$ cat src/rtl/wdog_pkg.sv
package wdog_pkg;
  localparam int WDOG_PRE_W = 7;
  localparam int WDOG_CNT_W = 8;
  localparam int WDOG_REG_W = 8;
  localparam int WDOG_DIV_W = 2;
  localparam int WDOG_SEL_W = $clog2(WDOG_PRE_W + 1);

  typedef enum logic {
    CLR_SINGLE = 1'b0,
    CLR_DUAL   = 1'b1
  } clr_mode_e;

  typedef struct packed {
    logic entry;
    logic gen;
    logic a;
    logic b;
  } clr_req_t;
endpackage

$ cat src/rtl/wdog_tick_gen.sv
module wdog_tick_gen #(
  parameter int DIV_W = 2
) (
  input  logic clk_i,
  input  logic rst_ni,
  input  logic clr_i,
  input  logic src_osc_i,
  input  logic osc_en_i,
  input  logic halt_i,
  output logic tick_o
);
  logic [DIV_W-1:0] div_q;
  logic             sys_run;

  // system clock path freezes while the core is halted
  assign sys_run = !halt_i && !src_osc_i;

  always_ff @(posedge clk_i or negedge rst_ni) begin
    if (!rst_ni)      div_q <= '0;
    else if (clr_i)   div_q <= '0;
    else if (sys_run) div_q <= div_q + 1'b1;
  end

  always_comb begin
    if (clr_i)          tick_o = 1'b0;
    else if (src_osc_i) tick_o = osc_en_i;
    else                tick_o = sys_run && (&div_q);
  end
endmodule

$ cat src/rtl/wdog_prescaler.sv
module wdog_prescaler #(
  parameter int PRE_W = 7,
  parameter int SEL_W = 3
) (
  input  logic             clk_i,
  input  logic             rst_ni,
  input  logic             clr_i,
  input  logic             tick_i,
  input  logic [SEL_W-1:0] sel_i,
  output logic             tap_o
);
  localparam int N_TAPS = PRE_W + 1;

  logic [PRE_W-1:0]  pre_q;
  logic [N_TAPS-1:0] taps;

  always_ff @(posedge clk_i or negedge rst_ni) begin
    if (!rst_ni)     pre_q <= '0;
    else if (clr_i)  pre_q <= '0;
    else if (tick_i) pre_q <= pre_q + 1'b1;
  end

  // tap k fires when the low k prescaler bits roll over
  assign taps[0] = tick_i;
  for (genvar k = 1; k < N_TAPS; k++) begin : g_tap
    assign taps[k] = tick_i && (&pre_q[k-1:0]);
  end

  assign tap_o = !clr_i && taps[sel_i];
endmodule

$ cat src/rtl/wdog_clr_ctl.sv
module wdog_clr_ctl
  import wdog_pkg::*;
(
  input  logic      clk_i,
  input  logic      rst_ni,
  input  clr_mode_e mode_i,
  input  clr_req_t  req_i,
  output logic      clr_o
);
  logic seen_a_q, seen_b_q;
  logic pair_done;

  assign pair_done = (seen_a_q || req_i.a) && (seen_b_q || req_i.b);

  always_ff @(posedge clk_i or negedge rst_ni) begin
    if (!rst_ni) begin
      seen_a_q <= 1'b0;
      seen_b_q <= 1'b0;
    end else if (req_i.entry || pair_done || mode_i == CLR_SINGLE) begin
      seen_a_q <= 1'b0;
      seen_b_q <= 1'b0;
    end else begin
      seen_a_q <= seen_a_q || req_i.a;
      seen_b_q <= seen_b_q || req_i.b;
    end
  end

  always_comb begin
    unique case (mode_i)
      CLR_SINGLE: clr_o = req_i.entry || req_i.gen;
      CLR_DUAL:   clr_o = req_i.entry || pair_done;
      default:    clr_o = req_i.entry;
    endcase
  end
endmodule

$ cat src/rtl/wdog_counter.sv
module wdog_counter #(
  parameter int CNT_W = 8
) (
  input  logic             clk_i,
  input  logic             rst_ni,
  input  logic             clr_i,
  input  logic             inc_i,
  output logic [CNT_W-1:0] cnt_o,
  output logic             wrap_o
);
  logic [CNT_W-1:0] cnt_q;

  always_ff @(posedge clk_i or negedge rst_ni) begin
    if (!rst_ni)    cnt_q <= '0;
    else if (clr_i) cnt_q <= '0;
    else if (inc_i) cnt_q <= cnt_q + 1'b1;
  end

  assign wrap_o = inc_i && !clr_i && (&cnt_q);
  assign cnt_o  = cnt_q;
endmodule

$ cat src/rtl/wdog_timer.sv
module wdog_timer
  import wdog_pkg::*;
#(
  parameter int PRE_W = WDOG_PRE_W,
  parameter int CNT_W = WDOG_CNT_W,
  parameter int REG_W = WDOG_REG_W,
  parameter int DIV_W = WDOG_DIV_W
) (
  input  logic             clk_i,
  input  logic             rst_ni,
  input  logic             src_osc_i,
  input  logic             dual_clr_i,
  input  logic             osc_en_i,
  input  logic             halt_i,
  input  logic             halt_entry_i,
  input  logic             clr_i,
  input  logic             clr_a_i,
  input  logic             clr_b_i,
  input  logic             reg_we_i,
  input  logic [REG_W-1:0] reg_wdata_i,
  output logic [REG_W-1:0] reg_rdata_o,
  output logic             timeout_o,
  output logic             to_flag_o
);
  localparam int SEL_W = $clog2(PRE_W + 1);

  logic [REG_W-1:0] stat_q;
  logic             wdt_clr;
  logic             base_tick;
  logic             tap;
  logic             wrap;
  logic [CNT_W-1:0] wdt_cnt;
  logic             timeout_q, to_q;
  clr_req_t         req;
  clr_mode_e        mode;

  assign req  = '{entry: halt_entry_i, gen: clr_i, a: clr_a_i, b: clr_b_i};
  assign mode = dual_clr_i ? CLR_DUAL : CLR_SINGLE;

  always_ff @(posedge clk_i or negedge rst_ni) begin
    if (!rst_ni)       stat_q <= '0;
    else if (reg_we_i) stat_q <= reg_wdata_i;
  end

  wdog_clr_ctl u_clr (
    .clk_i  (clk_i),
    .rst_ni (rst_ni),
    .mode_i (mode),
    .req_i  (req),
    .clr_o  (wdt_clr)
  );

  wdog_tick_gen #(.DIV_W(DIV_W)) u_tick (
    .clk_i     (clk_i),
    .rst_ni    (rst_ni),
    .clr_i     (wdt_clr),
    .src_osc_i (src_osc_i),
    .osc_en_i  (osc_en_i),
    .halt_i    (halt_i),
    .tick_o    (base_tick)
  );

  wdog_prescaler #(.PRE_W(PRE_W), .SEL_W(SEL_W)) u_pre (
    .clk_i  (clk_i),
    .rst_ni (rst_ni),
    .clr_i  (wdt_clr),
    .tick_i (base_tick),
    .sel_i  (stat_q[SEL_W-1:0]),
    .tap_o  (tap)
  );

  wdog_counter #(.CNT_W(CNT_W)) u_cnt (
    .clk_i  (clk_i),
    .rst_ni (rst_ni),
    .clr_i  (wdt_clr),
    .inc_i  (tap),
    .cnt_o  (wdt_cnt),
    .wrap_o (wrap)
  );

  always_ff @(posedge clk_i or negedge rst_ni) begin
    if (!rst_ni) begin
      timeout_q <= 1'b0;
      to_q      <= 1'b0;
    end else begin
      timeout_q <= wrap;
      if (halt_entry_i) to_q <= 1'b0;
      else if (wrap)    to_q <= 1'b1;
    end
  end

  assign reg_rdata_o = stat_q;
  assign timeout_o   = timeout_q;
  assign to_flag_o   = to_q;
endmodule


$ cat config.mk
export PLATFORM = sky130hd
export DESIGN_NAME = wdog_timer
export DESIGN_NICKNAME = d
export VERILOG_FILES = /design/src/rtl/wdog_pkg.sv /design/src/rtl/wdog_tick_gen.sv /design/src/rtl/wdog_prescaler.sv /design/src/rtl/wdog_clr_ctl.sv /design/src/rtl/wdog_counter.sv /design/src/rtl/wdog_timer.sv
export SDC_FILE = /design/constraint.sdc
export NUM_CORES = 1
export LEC_CHECK = 0
export ABC_AREA = 1
export CORE_ASPECT_RATIO = 1.2
export CORE_MARGIN = 1
export CORE_UTILIZATION = 50
export CTS_BUF_LIST = sky130_fd_sc_hd__clkbuf_16
export CTS_CLUSTER_SIZE = 8
export DETAILED_ROUTE_END_ITERATION = 10
export PLACE_DENSITY = 0.8
export SETUP_SLACK_MARGIN = 0.02
export SYNTH_ARGS = -nofsm -noshare
export SYNTH_HDL_FRONTEND = slang
export SYNTH_SLANG_ARGS = --single-unit
export TNS_END_PERCENT = 5
$ cat constraint.sdc
create_clock -name clk_i -period 3.6 [get_ports clk_i]
set_clock_uncertainty 0.05 [all_clocks]
set_input_delay 0.36 -clock clk_i [delete_from_list [all_inputs] [get_ports clk_i]]
set_output_delay 0.36 -clock clk_i [all_outputs]
set_load 0.03 [all_outputs]
Word level (Yosys, flattened, before mapping)
Cells that the tools add are included.
{"block": "word_totals", "elab_cells": 62, "reg_bits": 29}
{"block": "op_classes", "n_reduce_logical": 33, "n_addsub": 3, "n_mux": 16, "order_cmp": 1, "bitwise_logic": 1}
{"operator": "$mux W8", "n": 2}
{"operator": "$mux W7", "n": 2}
{"operator": "$logic_and A1 B1 Y1", "n": 13}
{"operator": "$add A8 B1 Y8 const B", "n": 1}
{"operator": "$mux W1", "n": 8}
{"operator": "$reduce_and A8 Y1", "n": 1}
{"operator": "$reduce_bool A2 Y1", "n": 4}
{"operator": "$add A7 B1 Y7 const B", "n": 1}
{"operator": "$reduce_and A7 Y1", "n": 1}
{"operator": "$reduce_and A6 Y1", "n": 1}
{"operator": "$logic_or A1 B1 Y1", "n": 5}
{"operator": "$reduce_and A5 Y1", "n": 1}
{"operator": "$lt A3 B4 Y1 const B", "n": 1}
{"operator": "$mux W2", "n": 2}
{"operator": "$reduce_and A2 Y1", "n": 2}
{"operator": "$reduce_and A4 Y1", "n": 1}
{"operator": "$bmux W1 S3", "n": 1}
{"operator": "$logic_not A1 Y1", "n": 3}
{"operator": "$reduce_and A3 Y1", "n": 1}
{"operator": "$add A2 B1 Y2 const B", "n": 1}
{"operator": "$pmux W1 S2", "n": 1}
{"operator": "$not A1 Y1", "n": 1}

Longest topological paths before layout
Gate-level depths: netlist of the first run.
{"block": "logic_depth", "ltp_word": 13, "depth_mapped": 11, "depth_no_buf": 11}

Hierarchy
From an unflattened synthesis of the first run, not the netlist that was laid out.
{"block": "hier_totals", "hier_cells": 192, "area_unflattened_um2": 1524.0}
{"module": "wdog_prescaler", "area_each_um2": 473.0, "n_inst": 1, "seq_area_each_um2": 175.2, "cells_per_inst": 64}
{"module": "wdog_counter", "area_each_um2": 439.2, "n_inst": 1, "seq_area_each_um2": 200.2, "cells_per_inst": 57}
{"module": "wdog_timer", "area_each_um2": 362.8, "n_inst": 1, "seq_area_each_um2": 250.2, "cells_per_inst": 38}
{"module": "wdog_clr_ctl", "area_each_um2": 126.4, "n_inst": 1, "seq_area_each_um2": 50.0, "cells_per_inst": 17}
{"module": "wdog_tick_gen", "area_each_um2": 122.6, "n_inst": 1, "seq_area_each_um2": 50.0, "cells_per_inst": 16}

Worst setup path before layout of the first run
OpenSTA, ideal clock, no wires.
{"block": "synth_path", "path_type": "register -> register", "startpoint": "register u_pre.pre_q[1]", "endpoint": "register u_cnt.cnt_q[0] (netlist: u_cnt.cnt_o[0])", "arrival_ns": 1.543, "path_stages_with_launch": 12, "setup_slack_ns": 1.941, "synth_period_minus_slack_ns": 1.659, "n_path_buf": 0, "path_cell_list": "dfrtp_1 > ha_1 > nand3_1 > inv_1 > ha_1 > inv_1 > a21oi_1 > nand2_1 > nand3_2 > nand3_4 > nand3_1 > nand2_1"}
{"block": "synth_between", "elab_chain_len": 6, "elab_cells_between_ends": 16}
{"item": "start: declaration", "line": "wdog_prescaler.sv:14", "rtl": "logic [PRE_W-1:0] pre_q;"}
{"item": "start signal: assignment", "line": "wdog_prescaler.sv:20", "rtl": "else if (tick_i) pre_q <= pre_q + 1'b1;"}
{"item": "$reduce_and A7 Y1, or another cell as far along", "line": "wdog_prescaler.sv:26", "rtl": "assign taps[k] = tick_i && (&pre_q[k-1:0]);"}
{"item": "$logic_and A1 B1 Y1", "line": "wdog_prescaler.sv:26"}
{"item": "$bmux W1 S3 (*)", "line": "wdog_prescaler.sv:29", "rtl": "assign tap_o = !clr_i && taps[sel_i];"}
{"item": "$mux W1 (not written as such) (*)", "line": "wdog_prescaler.sv:29"}
{"item": "$logic_and A1 B1 Y1 (*)", "line": "wdog_prescaler.sv:29"}
{"item": "$reduce_bool A2 Y1 (no line) (*)"}
{"item": "end signal: assignment", "line": "wdog_counter.sv:16", "rtl": "else if (inc_i) cnt_q <= cnt_q + 1'b1;"}
{"item": "end: declaration", "line": "wdog_counter.sv:11", "rtl": "logic [CNT_W-1:0] cnt_q;"}
Mark *: on every way between the ends. The rest lies on a longest branch, timed or not. The select of a mux whose other input is x is not followed.
A chain may end at the register's enable or synchronous reset.

Final worst setup path of the first run
{"block": "layout_path", "startpoint": "input dual_clr_i", "endpoint": "register u_cnt.cnt_q[3] (netlist: u_cnt.cnt_o[3])"}
{"block": "layout_between", "elab_chain_len": 9, "elab_cells_between_ends": 17}
{"item": "start: declaration", "line": "wdog_timer.sv:12", "rtl": "input logic dual_clr_i,"}
{"item": "$mux W1 (*)", "line": "wdog_timer.sv:38", "rtl": "assign mode = dual_clr_i ? CLR_DUAL : CLR_SINGLE;"}
{"item": "$not A1 Y1", "line": "wdog_clr_ctl.sv:29", "rtl": "unique case (mode_i)"}
{"item": "$pmux W1 S2 (*)", "line": "wdog_clr_ctl.sv:29"}
{"item": "$mux W1", "line": "wdog_tick_gen.sv:25", "rtl": "if (clr_i) tick_o = 1'b0;"}
{"item": "$logic_and A1 B1 Y1", "line": "wdog_prescaler.sv:26"}
{"item": "$bmux W1 S3", "line": "wdog_prescaler.sv:29"}
{"item": "$mux W1 (not written as such)", "line": "wdog_prescaler.sv:29"}
{"item": "$logic_and A1 B1 Y1", "line": "wdog_prescaler.sv:29"}
{"item": "$reduce_bool A2 Y1 (no line)"}
Marks and branches as above.

==> results of run 1 <==
==> worst max-delay path by stage <==
stage | startpoint | to | slack (ns) | depth (start not counted)
floorplan | u_pre.pre_q[1]$_DFFE_PN0P_ | u_cnt.cnt_o[0]$_DFFE_PN0P_ | 1.94 | 11
global placement | dual_clr_i | to_flag_o$_DFFE_PN0P_ | 1.28 | 9
detailed placement | dual_clr_i | u_cnt.cnt_o[2]$_DFFE_PN0P_ | 1.21 | 9
CTS | dual_clr_i | u_cnt.cnt_o[3]$_DFFE_PN0P_ | 1.47 | 9
global route | clr_a_i | u_cnt.cnt_o[3]$_DFFE_PN0P_ | 1.27 | 10
finish | dual_clr_i | u_cnt.cnt_o[3]$_DFFE_PN0P_ | 1.46 | 9
==> metal layers <==
layer / track usage [%] / vias up / part of all wire, %
met5: 0 / - / 0
met4: 11.5 / 0 / 2.1
met3: 6.90 / 7 / 5.9
met2: 35.2 / 46 / 48
met1: 26.6 / 621 / 44
li1: - / 685 / -
==> per-stage QoR <==
stage	hold slack [ns]	setup WS, ns
2_1_floorplan	0.0144	1.94
3_3_place_gp	0.439	1.28
3_5_place_dp	0.446	1.21
4_1_cts	0.435	1.47
5_1_grt	0.479	1.27
6_report	0.418	1.46
==> Yosys cell counts (all sizes together) <==
cell type / number
nand2: 51
inv: 31
dfrtp: 29
nand3: 21
nor2: 16
nand4: 9
a21oi: 7
o21ai: 7
mux2: 6
ha: 5
buf: 2
xnor2: 2
xor2: 2
clkbuf: 1
nor3: 1
nor3b: 1
nor4: 1
or3b: 1
==> logic make-up after synthesis <==
group | synth area share (%)
compound gates | 5.09
mux | 4.23
fa+ha+maj | 3.92
simple gates | 30.7
flops | 45.4
xor+xnor | 2.19
buf+inv | 8.46
==> sequential cells by signal, indices dropped and copies added, names as in the netlist <==
register,flops
to_flag_o,1
u_clr.seen_a_q,1
u_pre.pre_q,7
timeout_o,1
reg_rdata_o,8
u_tick.div_q,2
u_cnt.cnt_o,8
u_clr.seen_b_q,1
==> power by group through the flow <==
stage / Sequential (mW) / Combinational [mW] / Clock, mW
3_3_place_gp: 0.351 / 0.113 / 0
2_1_floorplan: 0.368 / 0.0454 / 0
5_1_grt: 0.348 / 0.126 / 0.408
4_1_cts: 0.346 / 0.115 / 0.396
3_5_place_dp: 0.351 / 0.114 / 0
6_report: 0.346 / 0.114 / 0.389
==> cell type report <==
class,count,share of cell area (%)
Multi-Input combinational cell,130,36.0
Inverter,31,5.68
Sequential cell,29,35.4
Tap cell,36,2.20
Clock inverter,3,0.610
Clock buffer,5,6.10
Timing Repair Buffer,29,14.0
==> results.cfg, run 1 <==
[worst_setup_path]
worstSetupStartpointType = primary input
endpoint_kind = flop
rrSetupSlack_ns = 1.61
critPathArrivalTime_ns = 2.30
critPathKind = in2reg
cp_top_family = simple AND/OR/NAND/NOR gates
cp.required_ns = 3.76
r2r-end = u_cnt.cnt_o[3]$_DFFE_PN0P_
crit_buf_inv = 2
worst_r2r_path_depth = 9
cp_max_fo = 23
crit_top_cell = nand2_1
max_stage_delay_ns = 0.57
rr_startpoint = u_clr.seen_a_q$_DFF_PN0_
crit_chain = clkdlybuf4s50_1 > inv_1 > nor2_1 > nand2_1 > nand2_1 > nand2_1 > nor2_4 > nand4_1 > nand2_1
cp_slowest_cell = nand2_1

[run]
drv_cap = 0

[die]
rows = 22
ioPinCount = 29
fp.dieW_microns = 53.6
die_h_microns = 63.9
core-area_sq_um = 3060
dieArea_sq_um = 3430
start_util_pct = 52.3

[drt]
routedWlPerCell_microns = 11.8
drc = 0
routed_wl_microns = 3090
drt_pre_antenna_iters = 7
vias_per_cell = 5.17
dr_total_vias = 1359
drt_iter0_drc = 56
ant_nets = 0

[clocking]
clk_pin_slew_ns = 0.05
cts_num_sinks = 29
clk_path_buf_depth = 2
cts_setup_buffers = 0
hold_buffers = 0
post_cts_resized = 0
htree_levels = 2
cts_buffers = 5
cts_tree = done
root_buffer = clkbuf_16
clkLatencyLatePin_ns = 0.27

[place]
io_buffers = 28
gp_congestion = 0.826
placed_cell_area_sq_um = 1910
dp_hpwl_microns = 2100
dpl.cell_count = 255

[timing]
setup_viol = 0
slew_headroom_pct = 51.2
worst_pin_slew_ns = 0.731
post-route-min-period_ns = 2.14
drv_slew = 0
setup_tns_ns = 0
max_freq_mhz = 468
hold_viol = 0
rsz0062_at_grt = no
post-route-period-util_pct = 59.4

[finish]
utilization_pct = 67.1
drive_gt1_share_pct = 11.0
ff_latch_area_sq_um = 726
layout_common_cells = nand2_1, inv_1, dfrtp_1
area_growth_pct = 28.3
multi_input_area_sq_um = 737
nFillCells = 236
layout.nets = 250
diodes = 0
fin_cells = 263
final_common_cell = nand2_1
final_cell_area_sq_um = 2050

[pwr]
p_switching_mw = 0.213
pwr-share-seq_pct = 40.8
power_leakage_nw = 1.04
finalPower_mw = 0.849
pwr-share-clk_pct = 45.8
p_comb_share_pct = 13.4
power_density_nw_per_um2 = 414
p_int_mw = 0.636
ir_worst_vdd_uv = 328
netSwitchingFraction_pct = 25.1

[logic_synthesis]
yosysSeqAreaShare_pct = 45.4
synth.distinct_cells = 26
synth_top_area_share_pct = 45.4
yosys_warnings = 0
syn_nets = 217
synth_top_area_cell = dfrtp_1
synth_cells = 193
ys_seq_elements = 29
netlist_area_sq_um = 1600
synth.area.top_cells = dfrtp_1, nand2_1, inv_1
synth.avg_cell_area_sq_um = 8.28

[global_routing]
globalRoute.totalOverflow = 0
antenna_found_initial = 0
grtUsageTotal_pct = 22.3
grt_pass1_vias = 1307
grt_max_degree = 30
grt_pass1_wl_microns = 5530

[hold_path]
hold_path_class = in2async

[outcome]
status = finished, final reports clean
(Power assumes the default switching activity.)
==> run 2, diff against run 1 <==
- clock period: 3.6 -> 2 ns (I/O delays scaled with it)
==> run 2 against run 1 <==
Non-clock buffer count increased by 2. First-iteration DRC count decreased by 36%. Count of clock-buffer cells in the layout unchanged. Sequential share of layout area decreased by 0.57 points. Worst hold slack got worse by 0.17 ns. Die area unchanged. Via count increased by 1.3%. Core utilization increased by 1.1 points. Critical path type is now reg2reg.
==> results.cfg, run 2 (synthesis gave the netlist of run 1 again) <==
[drt]
routed_wl_microns = 3210
routedWlPerCell_microns = 12.1
drc = 0
drt_iter0_drc = 36
drt_pre_antenna_iters = 4
vias_per_cell = 5.18
dr_total_vias = 1377
ant_nets = 0

[place]
gp_congestion = 0.884
dpl.cell_count = 257
pre_cts_slack_ns = 0.0836
io_buffers = 28
dp_hpwl_microns = 2180

[timing]
post-route-min-period_ns = 1.88
layout_setup_ws_ns = 0.122
max_freq_mhz = 532
slew_headroom_pct = 74.2
hold_slack_ns = 0.247
rsz0062_at_grt = no
worst_pin_slew_ns = 0.385
post-route-period-util_pct = 93.9
drv_slew = 0
setup_viol = 0
hold_viol = 0
setup_tns_ns = 0

[clocking]
post_cts_resized = 0
cts_setup_buffers = 0
root_buffer = clkbuf_16
clk_path_buf_depth = 2
hold_buffers = 0
cts_num_sinks = 29
clk_pin_slew_ns = 0.05
htree_levels = 2
cts_buffers = 5
cts_tree = done
clkLatencyLatePin_ns = 0.28

[worst_setup_path]
max_stage_delay_ns = 0.38
crit_buf_inv = 2
critPathArrivalTime_ns = 1.99
endpoint_kind = flop
cp_top_family = simple AND/OR/NAND/NOR gates
crit_chain = ha_1 > nand3_1 > inv_1 > ha_1 > inv_1 > a21oi_1 > nand2_1 > nand3_4 > nand3_2 > nand3_1 > nand2_1
cp_max_fo = 11
cp_slowest_cell = dfrtp_1
cp.required_ns = 2.12
critPathKind = reg2reg
worstSetupStartpointType = flop

[global_routing]
grt_pass1_vias = 1325
grtUsageTotal_pct = 22.8
globalRoute.totalOverflow = 0
grt_pass1_wl_microns = 5500
antenna_found_initial = 0
grt_max_degree = 30

[die]
ioPinCount = 29
start_util_pct = 52.3
rows = 22
die_h_microns = 63.9
dieArea_sq_um = 3430
fp.dieW_microns = 53.6
core-area_sq_um = 3060

[finish]
layout.nets = 253
drive_gt1_share_pct = 12.6
area_growth_pct = 30.4
multi_input_area_sq_um = 754
diodes = 0
ff_latch_area_sq_um = 726
nFillCells = 243
layout_common_cells = nand2_1, inv_1, dfrtp_1
fin_cells = 266
final_common_cell = nand2_1

[run]
drv_cap = 0

[hold_path]
hold_path_class = in2async

[pwr]
power_leakage_nw = 1.06
ir_worst_vdd_uv = 666
power_density_nw_per_um2 = 740

[outcome]
status = finished, final reports clean
[run 2: cell count changes in the layout (fill, tap and decap cells not counted), sizes merged]
| cell | before | now |
|---|---|---|
| buf | 1 | 3 |
| clkinv | 3 | 2 |
| inv | 31 | 32 |
| nand3 | 21 | 22 |
[run 2: final timing paths]
path,from,slack (ns),cells past startpoint,end
max,u_pre.pre_q[1]$_DFFE_PN0P_,0.12,11,u_cnt.cnt_o[6]$_DFFE_PN0P_
min,rst_ni,0.25,2,u_clr.seen_b_q$_DFF_PN0_
max reg2reg,u_pre.pre_q[1]$_DFFE_PN0P_,0.12,11,u_cnt.cnt_o[6]$_DFFE_PN0P_
min reg2reg,reg_rdata_o[6]$_DFFE_PN0P_,0.45,1,reg_rdata_o[6]$_DFFE_PN0P_
max in group asynchronous,rst_ni,1.38,2,reg_rdata_o[1]$_DFFE_PN0P_
min in group clk_i,reg_wdata_i[1],0.43,3,reg_rdata_o[1]$_DFFE_PN0P_
[run 2: metrics by stage]
step / total power, mW / cell area, sq um / util (%)
after floorplan: 0.745 / 1600 / -
after global placement: 0.840 / 1930 / 63.1
after detailed placement: 0.843 / 1930 / 63.1
after CTS: 1.55 / 2070 / 67.6
after global routing: 1.60 / 2080 / 68.2
final: 1.54 / 2080 / 68.2
[run 2: worst register-to-register path: cells and delay by family, from the launching register on]
kind | cells | cell delay [ns]
and+or+nand+nor | 6 | 0.75
buffers and inverters | 2 | 0.13
AOI/OAI and AO/OA | 1 | 0.11
adders and majority gates | 2 | 0.36
DFF | 1 | 0.38
[run 2: power breakdown]
group | total, mW | internal (mW) | switching (mW) | leakage, nW
sequential | 0.624 | 0.608 | 0.0156 | 0.386
clock | 0.703 | 0.450 | 0.253 | 0.0748
combinational | 0.215 | 0.0948 | 0.121 | 0.600
total | 1.54 | 1.15 | 0.389 | 1.06
[run 2: cell type report]
| cell class | instances | share of cell area, % |
|---|---|---|
| multi-input cells | 131 | 36.2 |
| clock buffers | 5 | 6.01 |
| inverters | 31 | 5.59 |
| clock inverters | 3 | 0.661 |
| repair buffers | 31 | 14.5 |
| well taps | 36 | 2.16 |
| flip-flops and latches | 29 | 34.8 |
[run 2: routing by layer]
layer,track usage (%),part of all wire (%),vias to the layer above
met3,7.86,5.6,7
met5,0,0,-
met2,37.7,48,36
met1,26.2,44,636
met4,8.88,1.8,0
li1,-,-,698
==> run 3, diff against run 2 <==
- ABC_AREA: 1 -> unset
- CAP_MARGIN: unset -> 40
- CTS_CLUSTER_SIZE: 8 -> 12
==> run 3 against run 2 <==
Global-route usage up 1.1 points. Highest routed layer unchanged. Total power up 1.2%. Via count shrank 7.2%. Area after synthesis is 4.7% lower. Clock power is 4.0% lower. Cell area up 2.9%. Wire length up 8.8%.
==> results.cfg, run 3 <==
[worst_setup_path]
critPathKind = reg2reg
worst_r2r_path_depth = 5
critPathArrivalTime_ns = 2.09
cp-startpoint = u_tick.div_q[0]$_DFFE_PN0P_
rr_startpoint = u_tick.div_q[0]$_DFFE_PN0P_
endpoint_kind = flop
cp_max_fo = 5
cp.required_ns = 2.15
worstSetupStartpointType = flop

[timing]
rsz0062_at_grt = yes
slew_headroom_pct = 74.5
hold_viol = 0
hold_slack_ns = 0.260
setup_viol = 0
max_freq_mhz = 516
post-route-min-period_ns = 1.94
worst_pin_slew_ns = 0.381
drv_slew = 0
post-route-period-util_pct = 96.8

[logic_synthesis]
synth.distinct_cells = 42
synthFlopType = dfrtp_1
synth_top_area_share_pct = 47.7
synthXorXnorAreaFrac_pct = 2.88
yosysMostFrequentCell = dfrtp_1
muxShareOfSynthArea_pct = 10.6
synth.avg_cell_area_sq_um = 11.3
synth.area.top_cells = dfrtp_1, mux2_2, ha_1
synthTopCellsByCount = dfrtp_1, nor2_1, mux2_2, nand2_1
yosys_warnings = 0
synth-compound-area-share_pct = 11.0
netlist_area_sq_um = 1520
yosys.area_share.simple_pct = 22.1
synth_cells = 135
syn_nets = 159
synthAdderAreaFrac_pct = 4.11
yosysSeqAreaShare_pct = 47.7
synth-edff-count = 0
synth_top_area_cell = dfrtp_1
ys_seq_elements = 29
async_flop_share_pct = 100
synth_top_family_by_area = simple AND/OR/NAND/NOR gates

[finish]
diodes = 0
final_common_cell = dfrtp_1
drive_gt1_share_pct = 24.9
layout.nets = 201
multi_input_area_sq_um = 872
nFillCells = 188
layout_common_cells = dfrtp_1, clkdlybuf4s50_1, nor2_1
ff_latch_area_sq_um = 726
area_growth_pct = 40.8

[die]
rows = 21
dieArea_sq_um = 3270
ioPinCount = 29
fp.dieW_microns = 52.4
start_util_pct = 53.7
core-area_sq_um = 2840
die_h_microns = 62.5

[pwr]
p_switching_mw = 0.386
finalPower_mw = 1.56
pwr-share-clk_pct = 43.2
power_leakage_nw = 0.888
p_comb_share_pct = 16.6
netSwitchingFraction_pct = 24.8
p_int_mw = 1.17
power_density_nw_per_um2 = 728
pwr-share-seq_pct = 40.2
ir_worst_vdd_uv = 880

[clocking]
cts_buffers = 5
cts_tree = done
cts_num_sinks = 29
root_buffer = clkbuf_16
htree_levels = 2
clk_pin_slew_ns = 0.05
clk_path_buf_depth = 2
clkLatencyLatePin_ns = 0.27

[drt]
drt_iter0_drc = 48
dr_total_vias = 1278
vias_per_cell = 6.06
drc = 0
routedWlPerCell_microns = 16.6
ant_nets = 0
routed_wl_microns = 3490
drt_pre_antenna_iters = 4

[global_routing]
globalRoute.totalOverflow = 0
grt_max_degree = 30
antenna_found_initial = 0
grt_pass1_wl_microns = 5670
grtUsageTotal_pct = 23.9
grt_pass1_vias = 1282

[place]
gp_congestion = 0.874
io_buffers = 28
dp_hpwl_microns = 2220

[hold_path]
hold_path_class = in2async

[run]
drv_cap = 0

[outcome]
status = finished, final reports clean
==> run 3: area by class of cell <==
| class | instances | area share (%) |
|---|---|---|
| Inverter | 1 | 0.175 |
| Clock buffer | 5 | 5.84 |
| Timing Repair Buffer | 39 | 17.1 |
| Multi-Input combinational cell | 101 | 40.7 |
| Clock inverter | 2 | 0.350 |
| Sequential cell | 29 | 33.9 |
| Tap cell | 34 | 1.98 |
==> run 3: path summary, 6_finish.rpt <==
check / to / slack (ns)
setup / recovery: u_cnt.cnt_o[7]$_DFFE_PN0P_ / 0.06
hold / removal: to_flag_o$_DFFE_PN0P_ / 0.26
setup reg to reg: u_cnt.cnt_o[7]$_DFFE_PN0P_ / 0.06
hold reg to reg: u_clr.seen_b_q$_DFF_PN0_ / 0.40
max in group asynchronous: u_tick.div_q[1]$_DFFE_PN0P_ / 1.37
min in group clk_i: u_clr.seen_b_q$_DFF_PN0_ / 0.40
==> run 3: power by group through the flow <==
stage	Sequential (mW)	Clock, mW	Combinational, mW
floorplan	0.666	0	0.0851
global placement	0.633	0	0.230
detailed placement	0.634	0	0.235
CTS	0.627	0.682	0.240
global route	0.630	0.721	0.278
finish	0.628	0.675	0.258
==> run 3: logic make-up after synthesis <==
family | Yosys count
XOR/XNOR | 5
AND/OR/NAND/NOR | 52
buffers and inverters | 6
adder cells (fa/ha/maj) | 5
flip-flops | 29
multiplexers | 15
AO/OA/AOI/OAI | 23
==> run 3: critical path, stage by stage (launching register included) <==
cell and delay, ns:
dfrtp_1 0.37, ha_1 0.18, nor3b_1 0.35, o221a_2 0.30
or4b_4 0.47, a21oi_2 0.14
==> run 3: timing repair <==
action,CTS,global route
setup endpoints to repair,6,7
setup buffers,0,2
gates cloned,0,1
pin swaps,0,7
hold buffers,0,0
gates resized for setup,3,13
==> run 3: metrics by stage <==
step	cells	util (%)	TNS (ns)	area, sq um	setup slack [ns]
after floorplan	135	-	0	1520	0.0689
after global placement	201	66.7	0	1890	0.00917
after detailed placement	201	66.7	-0.174	1890	-0.0902
after CTS	208	72.2	0	2050	0.0391
after global routing	211	75.5	-0.300	2140	-0.109
final	211	75.5	0	2140	0.0633
==> run 3: metal layers <==
metal	wire length (microns)	GRT usage [%]	up-vias
met5	0	0	-
met3	186	8.03	4
met1	1370	28.2	641
met4	57	10.2	0
li1	-	-	592
met2	1880	38.6	41
